--- src/rtl/pgbuf_pkg.sv ---
package pgbuf_pkg;
   localparam int unsigned PAGES_DEF   = 24;
   localparam int unsigned PKTS_DEF    = 24;
   localparam int unsigned MAXPP_DEF   = 6;

   function automatic int unsigned bits_for(input int unsigned n);
      return (n <= 1) ? 1 : $clog2(n);
   endfunction
endpackage

--- src/rtl/pgbuf_pick.sv ---
module pgbuf_pick #(
   parameter int unsigned N   = 24,
   parameter int unsigned SEL = 6,
   parameter int unsigned W   = 5
) (
   input  logic [N-1:0]          avail,
   output logic [SEL-1:0][W-1:0] idx,
   output logic [SEL-1:0]        found
);
   logic [N-1:0] rem [SEL+1];

   assign rem[0] = avail;

   for (genvar k = 0; k < SEL; k++) begin : g_stage
      always_comb begin
         idx[k]   = '0;
         found[k] = 1'b0;
         for (int b = N - 1; b >= 0; b--) begin
            if (rem[k][b]) begin
               idx[k]   = W'(b);
               found[k] = 1'b1;
            end
         end
      end
      assign rem[k+1] = rem[k] & (rem[k] - 1'b1);
   end

   initial begin
      assert (SEL >= 1 && SEL <= N) else $error("pgbuf_pick: SEL out of range");
      assert ((1 << W) >= N) else $error("pgbuf_pick: W too narrow");
   end
endmodule

--- src/rtl/pgbuf_tbl.sv ---
module pgbuf_tbl #(
   parameter int unsigned NUM_PAGES = 24,
   parameter int unsigned NUM_PKTS  = 24,
   parameter int unsigned MAX_PP    = 6,
   parameter int unsigned PAGE_W    = 5,
   parameter int unsigned PKT_W     = 5,
   parameter int unsigned CNT_W     = 3,
   parameter int unsigned OFS_W     = 3
) (
   input  logic                          clk,
   input  logic                          rst_n,
   input  logic                          wr_en,
   input  logic [PKT_W-1:0]              wr_pkt,
   input  logic [CNT_W-1:0]              wr_cnt,
   input  logic [MAX_PP-1:0][PAGE_W-1:0] wr_pages,
   input  logic                          rel_en,
   input  logic [PKT_W-1:0]              rel_pkt,
   output logic [NUM_PAGES-1:0]          rel_mask,
   input  logic [PKT_W-1:0]              xl_pkt,
   input  logic [OFS_W-1:0]              xl_ofs,
   output logic [PAGE_W-1:0]             xl_page,
   output logic                          xl_valid
);
   logic [MAX_PP-1:0][PAGE_W-1:0] list_q [NUM_PKTS];
   logic [CNT_W-1:0]              cnt_q  [NUM_PKTS];

   always_ff @(posedge clk) begin
      if (!rst_n) begin
         for (int p = 0; p < int'(NUM_PKTS); p++) begin
            cnt_q[p]  <= '0;
            list_q[p] <= '0;
         end
      end else begin
         if (rel_en && int'(rel_pkt) < int'(NUM_PKTS))
            cnt_q[rel_pkt] <= '0;
         if (wr_en && int'(wr_pkt) < int'(NUM_PKTS)) begin
            cnt_q[wr_pkt]  <= wr_cnt;
            list_q[wr_pkt] <= wr_pages;
         end
      end
   end

   always_comb begin
      rel_mask = '0;
      if (int'(rel_pkt) < int'(NUM_PKTS)) begin
         for (int i = 0; i < int'(MAX_PP); i++) begin
            if (i < int'(cnt_q[rel_pkt]))
               rel_mask[list_q[rel_pkt][i]] = 1'b1;
         end
      end
   end

   always_comb begin
      xl_page  = '0;
      xl_valid = 1'b0;
      if (int'(xl_pkt) < int'(NUM_PKTS) && int'(xl_ofs) < int'(MAX_PP)) begin
         if (int'(xl_ofs) < int'(cnt_q[xl_pkt])) begin
            xl_valid = 1'b1;
            xl_page  = list_q[xl_pkt][xl_ofs];
         end
      end
   end

   assert property (@(posedge clk) disable iff (!rst_n)
      wr_en |=> xl_valid || xl_pkt != $past(wr_pkt) || xl_ofs != '0)
      else $error("assert_write_visible_R2");
endmodule

--- src/rtl/pgbuf_alloc.sv ---
module pgbuf_alloc
   import pgbuf_pkg::*;
#(
   parameter int unsigned NUM_PAGES = PAGES_DEF,
   parameter int unsigned NUM_PKTS  = PKTS_DEF,
   parameter int unsigned MAX_PP    = MAXPP_DEF,
   localparam int unsigned PAGE_W   = bits_for(NUM_PAGES),
   localparam int unsigned PKT_W    = bits_for(NUM_PKTS),
   localparam int unsigned CNT_W    = bits_for(MAX_PP + 1),
   localparam int unsigned OFS_W    = bits_for(MAX_PP),
   localparam int unsigned FREE_W   = bits_for(NUM_PAGES + 1)
) (
   input  logic              clk,
   input  logic              rst_n,
   input  logic              alloc_req,
   input  logic [CNT_W-1:0]  alloc_pages,
   output logic              alloc_grant,
   output logic              alloc_deny,
   output logic              alloc_err,
   output logic [PKT_W-1:0]  alloc_pkt,
   input  logic              rel_req,
   input  logic [PKT_W-1:0]  rel_pkt,
   input  logic [PKT_W-1:0]  xl_pkt,
   input  logic [OFS_W-1:0]  xl_ofs,
   output logic [PAGE_W-1:0] xl_page,
   output logic              xl_valid,
   output logic [FREE_W-1:0] free_count
);
   logic [NUM_PAGES-1:0] free_q, free_after, take_mask, rel_mask;
   logic [NUM_PKTS-1:0]  inuse_q, inuse_after;
   logic                 rel_hit, req_bad, enough;
   logic                 grant_d, deny_d, err_d;
   logic [MAX_PP-1:0][PAGE_W-1:0] page_idx;
   logic [MAX_PP-1:0]             page_found;
   logic [0:0][PKT_W-1:0]         pkt_idx;
   logic [0:0]                    pkt_found;

   // release is resolved first so its pages feed the same-cycle allocation
   assign rel_hit = rel_req && int'(rel_pkt) < int'(NUM_PKTS) && inuse_q[rel_pkt];

   always_comb begin
      free_after  = free_q;
      inuse_after = inuse_q;
      if (rel_hit) begin
         free_after           = free_q | rel_mask;
         inuse_after[rel_pkt] = 1'b0;
      end
   end

   pgbuf_pick #(.N(NUM_PAGES), .SEL(MAX_PP), .W(PAGE_W)) page_pick_i (
      .avail (free_after),
      .idx   (page_idx),
      .found (page_found)
   );

   pgbuf_pick #(.N(NUM_PKTS), .SEL(1), .W(PKT_W)) pkt_pick_i (
      .avail (~inuse_after),
      .idx   (pkt_idx),
      .found (pkt_found)
   );

   assign req_bad = (alloc_pages == '0) || (int'(alloc_pages) > int'(MAX_PP));
   assign enough  = ($countones(free_after) >= int'(alloc_pages)) && pkt_found[0];
   assign grant_d = alloc_req && !req_bad && enough;
   assign deny_d  = alloc_req && !req_bad && !enough;
   assign err_d   = alloc_req && req_bad;

   always_comb begin
      take_mask = '0;
      for (int k = 0; k < int'(MAX_PP); k++) begin
         if (k < int'(alloc_pages) && page_found[k])
            take_mask[page_idx[k]] = 1'b1;
      end
   end

   always_ff @(posedge clk) begin
      if (!rst_n) begin
         free_q      <= '1;
         inuse_q     <= '0;
         alloc_grant <= 1'b0;
         alloc_deny  <= 1'b0;
         alloc_err   <= 1'b0;
         alloc_pkt   <= '0;
      end else begin
         alloc_grant <= grant_d;
         alloc_deny  <= deny_d;
         alloc_err   <= err_d;
         if (grant_d) begin
            free_q             <= free_after & ~take_mask;
            inuse_q            <= inuse_after;
            inuse_q[pkt_idx[0]] <= 1'b1;
            alloc_pkt          <= pkt_idx[0];
         end else begin
            free_q  <= free_after;
            inuse_q <= inuse_after;
         end
      end
   end

   pgbuf_tbl #(
      .NUM_PAGES(NUM_PAGES), .NUM_PKTS(NUM_PKTS), .MAX_PP(MAX_PP),
      .PAGE_W(PAGE_W), .PKT_W(PKT_W), .CNT_W(CNT_W), .OFS_W(OFS_W)
   ) tbl_i (
      .clk      (clk),
      .rst_n    (rst_n),
      .wr_en    (grant_d),
      .wr_pkt   (pkt_idx[0]),
      .wr_cnt   (alloc_pages),
      .wr_pages (page_idx),
      .rel_en   (rel_hit),
      .rel_pkt  (rel_pkt),
      .rel_mask (rel_mask),
      .xl_pkt   (xl_pkt),
      .xl_ofs   (xl_ofs),
      .xl_page  (xl_page),
      .xl_valid (xl_valid)
   );

   assign free_count = FREE_W'($countones(free_q));

   initial begin
      assert (MAX_PP >= 1 && MAX_PP <= NUM_PAGES) else $error("pgbuf_alloc: MAX_PP out of range");
      assert (NUM_PKTS >= 1) else $error("pgbuf_alloc: NUM_PKTS must be positive");
   end

   assert property (@(posedge clk) disable iff (!rst_n)
      $countones({alloc_grant, alloc_deny, alloc_err}) <= 1)
      else $error("assert_outcome_exclusive_R9");

   assert property (@(posedge clk) disable iff (!rst_n)
      alloc_err |-> $past(alloc_req) &&
                    ($past(alloc_pages) == '0 || int'($past(alloc_pages)) > int'(MAX_PP)))
      else $error("assert_err_cause_R4");

   assert property (@(posedge clk) disable iff (!rst_n)
      alloc_deny |-> int'($past(alloc_pages)) > int'($past(free_count)) || $past(&inuse_q))
      else $error("assert_deny_short_R5");

   assert property (@(posedge clk) disable iff (!rst_n)
      alloc_grant && !$past(rel_req) |->
         int'(free_count) + int'($past(alloc_pages)) == int'($past(free_count)))
      else $error("assert_grant_count_R2");

   assert property (@(posedge clk) disable iff (!rst_n)
      xl_valid |-> !free_q[xl_page])
      else $error("assert_xl_page_owned_R7");

   assert property (@(posedge clk) disable iff (!rst_n)
      $past(rel_req) && !$past(rel_hit) && !$past(alloc_req) |-> $stable(free_count))
      else $error("assert_bad_release_ignored_R10");
endmodule

--- config.mk ---
export PLATFORM = sky130hd
export DESIGN_NAME = pgbuf_alloc
export DESIGN_NICKNAME = d
export VERILOG_FILES = /design/src/rtl/pgbuf_pkg.sv /design/src/rtl/pgbuf_pick.sv /design/src/rtl/pgbuf_tbl.sv /design/src/rtl/pgbuf_alloc.sv
export SDC_FILE = /design/constraint.sdc
export NUM_CORES = 2
export LEC_CHECK = 0
export BUFFER_PORTS_ARGS = -buffer_cell sky130_fd_sc_hd__buf_2
export CAP_MARGIN = 10
export CORE_MARGIN = 3
export CORE_UTILIZATION = 40
export CTS_CLUSTER_DIAMETER = 80
export DETAILED_ROUTE_END_ITERATION = 10
export PLACE_DENSITY_LB_ADDON = 0.12
export SLEW_MARGIN = 20
export SYNTH_ARGS = -nofsm -noshare
export SYNTH_HDL_FRONTEND = slang
export SYNTH_SLANG_ARGS = --single-unit
--- constraint.sdc ---
create_clock -name clk -period 34.6 [get_ports clk]
set_clock_uncertainty 0.1 [all_clocks]
set_input_delay 3.46 -clock clk [delete_from_list [all_inputs] [get_ports clk]]
set_output_delay 3.46 -clock clk [all_outputs]
set_load 0.01 [all_outputs]
==> flow_summary.json <==
{
  "worstHoldStart": "inuse_q[10]",
  "cts_setup_buffers": 0,
  "fin_util_pct": 45.2,
  "slew_headroom_pct": 17.3,
  "path_class": "in -> reg",
  "power_switching_uw": 1950,
  "htreeDepth": 4,
  "drive_above_1_share_pct": 17.3,
  "fin_nets": 5425,
  "cts_hold_buf": 0,
  "grt_usage_pct": 33.1,
  "synth_edf_count": 1056,
  "syn-cell-area_mm2": 0.0639,
  "finalPower_uw": 4950,
  "grt_pass1_vias": 47953,
  "routed_wl_um": 275000,
  "grt_pass1_wl_um": 381000,
  "arrival_ns": 16.32,
  "cpPeakStageDelay_ns": 0.94,
  "vdd.ir_drop.worst_v": 0.000172,
  "maxSlewViolCount": 0,
  "hold_violations": 0,
  "drt-pass1-iter-count": 6,
  "max_clock_freq_mhz": 62.7,
  "boundaryPins": 39,
  "power.leakage_uw": 0.0254,
  "fp.dieH_um": 406,
  "fillers": 14580,
  "synth_ff_type": "edfxtp_1",
  "critPathRequiredTime_ns": 34.97,
  "cts_buffers": 135,
  "synth_top_area_share_pct": 49.6,
  "start_util_pct": 40.3,
  "worstMarginPinSlew_ns": 1.21,
  "rsz0062_at_grt": "false",
  "dpl.hpwl_um": 174000,
  "synthArstFlopShare_pct": 0,
  "outcome": "completed",
  "syn2layout_area_growth_pct": 12.1,
  "cts_tree": "done",
  "muxShareOfSynthArea_pct": 20.5,
  "hold_path.class": "reg -> reg",
  "antenna_found_initial": 8,
  "min_period_ns": 15.96,
  "drt-initial-drc-count": 7452,
  "rows": 146,
  "final_common_cell": "edfxtp_1",
  "combPwrFrac_pct": 36.1,
  "yosysSeqAreaShare_pct": 51.4,
  "vias": 50241,
  "gp_congestion": 0.987,
  "cts_root_buf": "clkbuf_16",
  "pwr-share-seq_pct": 35.6,
  "synthAdderAreaFrac_pct": 1.55,
  "portBuffers": 38,
  "synth.avg_cell_area_um2": 12.3,
  "crit_start": "rel_pkt[1]",
  "clock_sinks": 1112,
  "synth_compound_area_share_pct": 10.4,
  "seq_area_mm2": 0.0328,
  "power_switching_share_pct": 39.4,
  "syn_inst": 5178,
  "die_x_um": 406,
  "synth_top_family_by_area": "multiplexers",
  "clk-insertion-delay-late_ns": 0.80,
  "cts_resized": 0,
  "power_density_mw_per_mm2": 69.1,
  "r2r_start": "tbl_i.cnt_q[15][1]",
  "critPathCaptureType": "flip-flop",
  "yosysTopAreaCell": "edfxtp_1",
  "multiInputGateArea_mm2": 0.0300,
  "wl_per_cell_um": 36.6,
  "slowest_stage": "o41ai_1",
  "core_mm2": 0.159,
  "crit_top_cell": "fa_1",
  "grt_overflow_total": 0,
  "vias_per_cell": 6.67,
  "startpoint_type": "input pin",
  "cts.reportedPaths.clkPinSlew_ns": 0.06,
  "fin_tns_setup_ns": 0,
  "mostFrequentLayoutCells": "1,056 x edfxtp_1, 958 x nor2_1, 443 x mux2i_1, 379 x mux4_2, 288 x conb_1",
  "finalSetupViolations": 0,
  "timing.final.crit_share_pct": 46.1,
  "synthXorXnorAreaFrac_pct": 0.0823,
  "die-area_mm2": 0.165,
  "yosys_warnings": 0,
  "cts.path.max_buffers": 3,
  "synth.area.top_cells": "edfxtp_1 50%, mux4_2 13%, mux2i_1 6.9%",
  "pwr-share-clk_pct": 28.3,
  "synth_seq_cells": 1112,
  "route.detailed.drc": 0,
  "p_int_uw": 3000,
  "ys_types": 128,
  "critPathMaxFanout": 67,
  "synthSimpleGateAreaFrac_pct": 11.9,
  "maxCapViolCount": 0,
  "detail-route-antenna-nets": 0,
  "grt_start_max_net_pins": 117
}
[critical path: cells and delay by family]
kind | cells | cell delay, ns
AO/OA/AOI/OAI | 8 | 2.29
multiplexers | 1 | 0.38
AND/OR/NAND/NOR | 7 | 3.50
buffers and inverters | 7 | 2.83
adder cells (fa/ha/maj) | 8 | 3.66
[final timing paths]
path / end / slack [ns] / cells after the start
setup / recovery: tbl_i.cnt_q[19][1] / 18.64 / 31
hold / removal: inuse_q[10] / 0.40 / 2
setup reg to reg: free_q[8] / 22.51 / 25
hold reg to reg: inuse_q[10] / 0.40 / 2
[sequential cells by signal, summed over array words and instances (netlist names)]
name,flops
tbl_i.list_q,960
tbl_i.cnt_q,96
free_q,24
inuse_q,24
alloc_pkt,5
alloc_deny,1
alloc_err,1
alloc_grant,1
[stage by stage]
stage / area [um^2] / std cells / setup slack, ns / hold WS (ns)
finish: 71600 / 7534 / 18.64 / 0.397
global route: 71600 / 7533 / 18.23 / 0.414
CTS: 71600 / 7533 / 19.06 / 0.385
detailed placement: 67300 / 7287 / 18.23 / 0.375
global placement: 67300 / 7287 / 17.80 / 0.371
floorplan: 65000 / 5465 / 20.22 / 0.352
[cells by family (layout without fill, tap and decap cells)]
| logic type | Yosys count | after routing |
|---|---|---|
| simple gates | 1639 | 1639 |
| buf+inv | 565 | 561 |
| mux | 834 | 834 |
| flops | 1112 | 1112 |
| compound gates | 961 | 961 |
| other cells | 1 | 289 |
| fa+ha+maj | 60 | 60 |
| xor+xnor | 6 | 6 |
[synthesized netlist by cell type (30+ instances only)]
| cell | instances |
|---|---|
| edfxtp_1 | 1056 |
| nand2_1 | 192 |
| o21ai_0 | 149 |
| inv_1 | 117 |
| nor2_1 | 958 |
| mux2i_1 | 443 |
| nor3_1 | 67 |
| mux4_2 | 379 |
| buf_2 | 42 |
| nand3_1 | 62 |
| buf_1 | 56 |
| a22oi_1 | 53 |
| o22ai_1 | 229 |
| and2_1 | 30 |
| nand4_1 | 37 |
| fa_1 | 34 |
| clkbuf_1 | 281 |
| a31oi_1 | 32 |
| buf_6 | 39 |
| a21oi_1 | 123 |
| nor4_1 | 60 |
| o211ai_1 | 36 |
| dfxtp_1 | 56 |
[layer usage]
layer	up-vias	GRT usage (%)	part of all wire [%]
met1	25717	45.2	39
met5	-	0	0.0094
met3	722	7.46	11
met4	4	15.8	5.9
met2	3571	50.0	44
li1	20227	-	-
[power by group through the flow]
stage               clock [uW]  combinational, uW  sequential [uW]
global placement             0               1740             1780
floorplan                    0               1050             1750
detailed placement           0               1730             1780
finish                    1400               1780             1760
global route              1470               1870             1770
CTS                       1410               1740             1760
[cell type report]
class                           instances  area share (%)
Antenna cell                            1         0.00349
Clock inverter                         76            1.05
Tap cell                             2072            3.62
Sequential cell                      1112            45.8
Clock buffer                          170            4.93
Multi-Input combinational cell       3788            41.9
Inverter                              122           0.639
Timing Repair Buffer                  193            2.01
(Power assumes the default switching activity.)
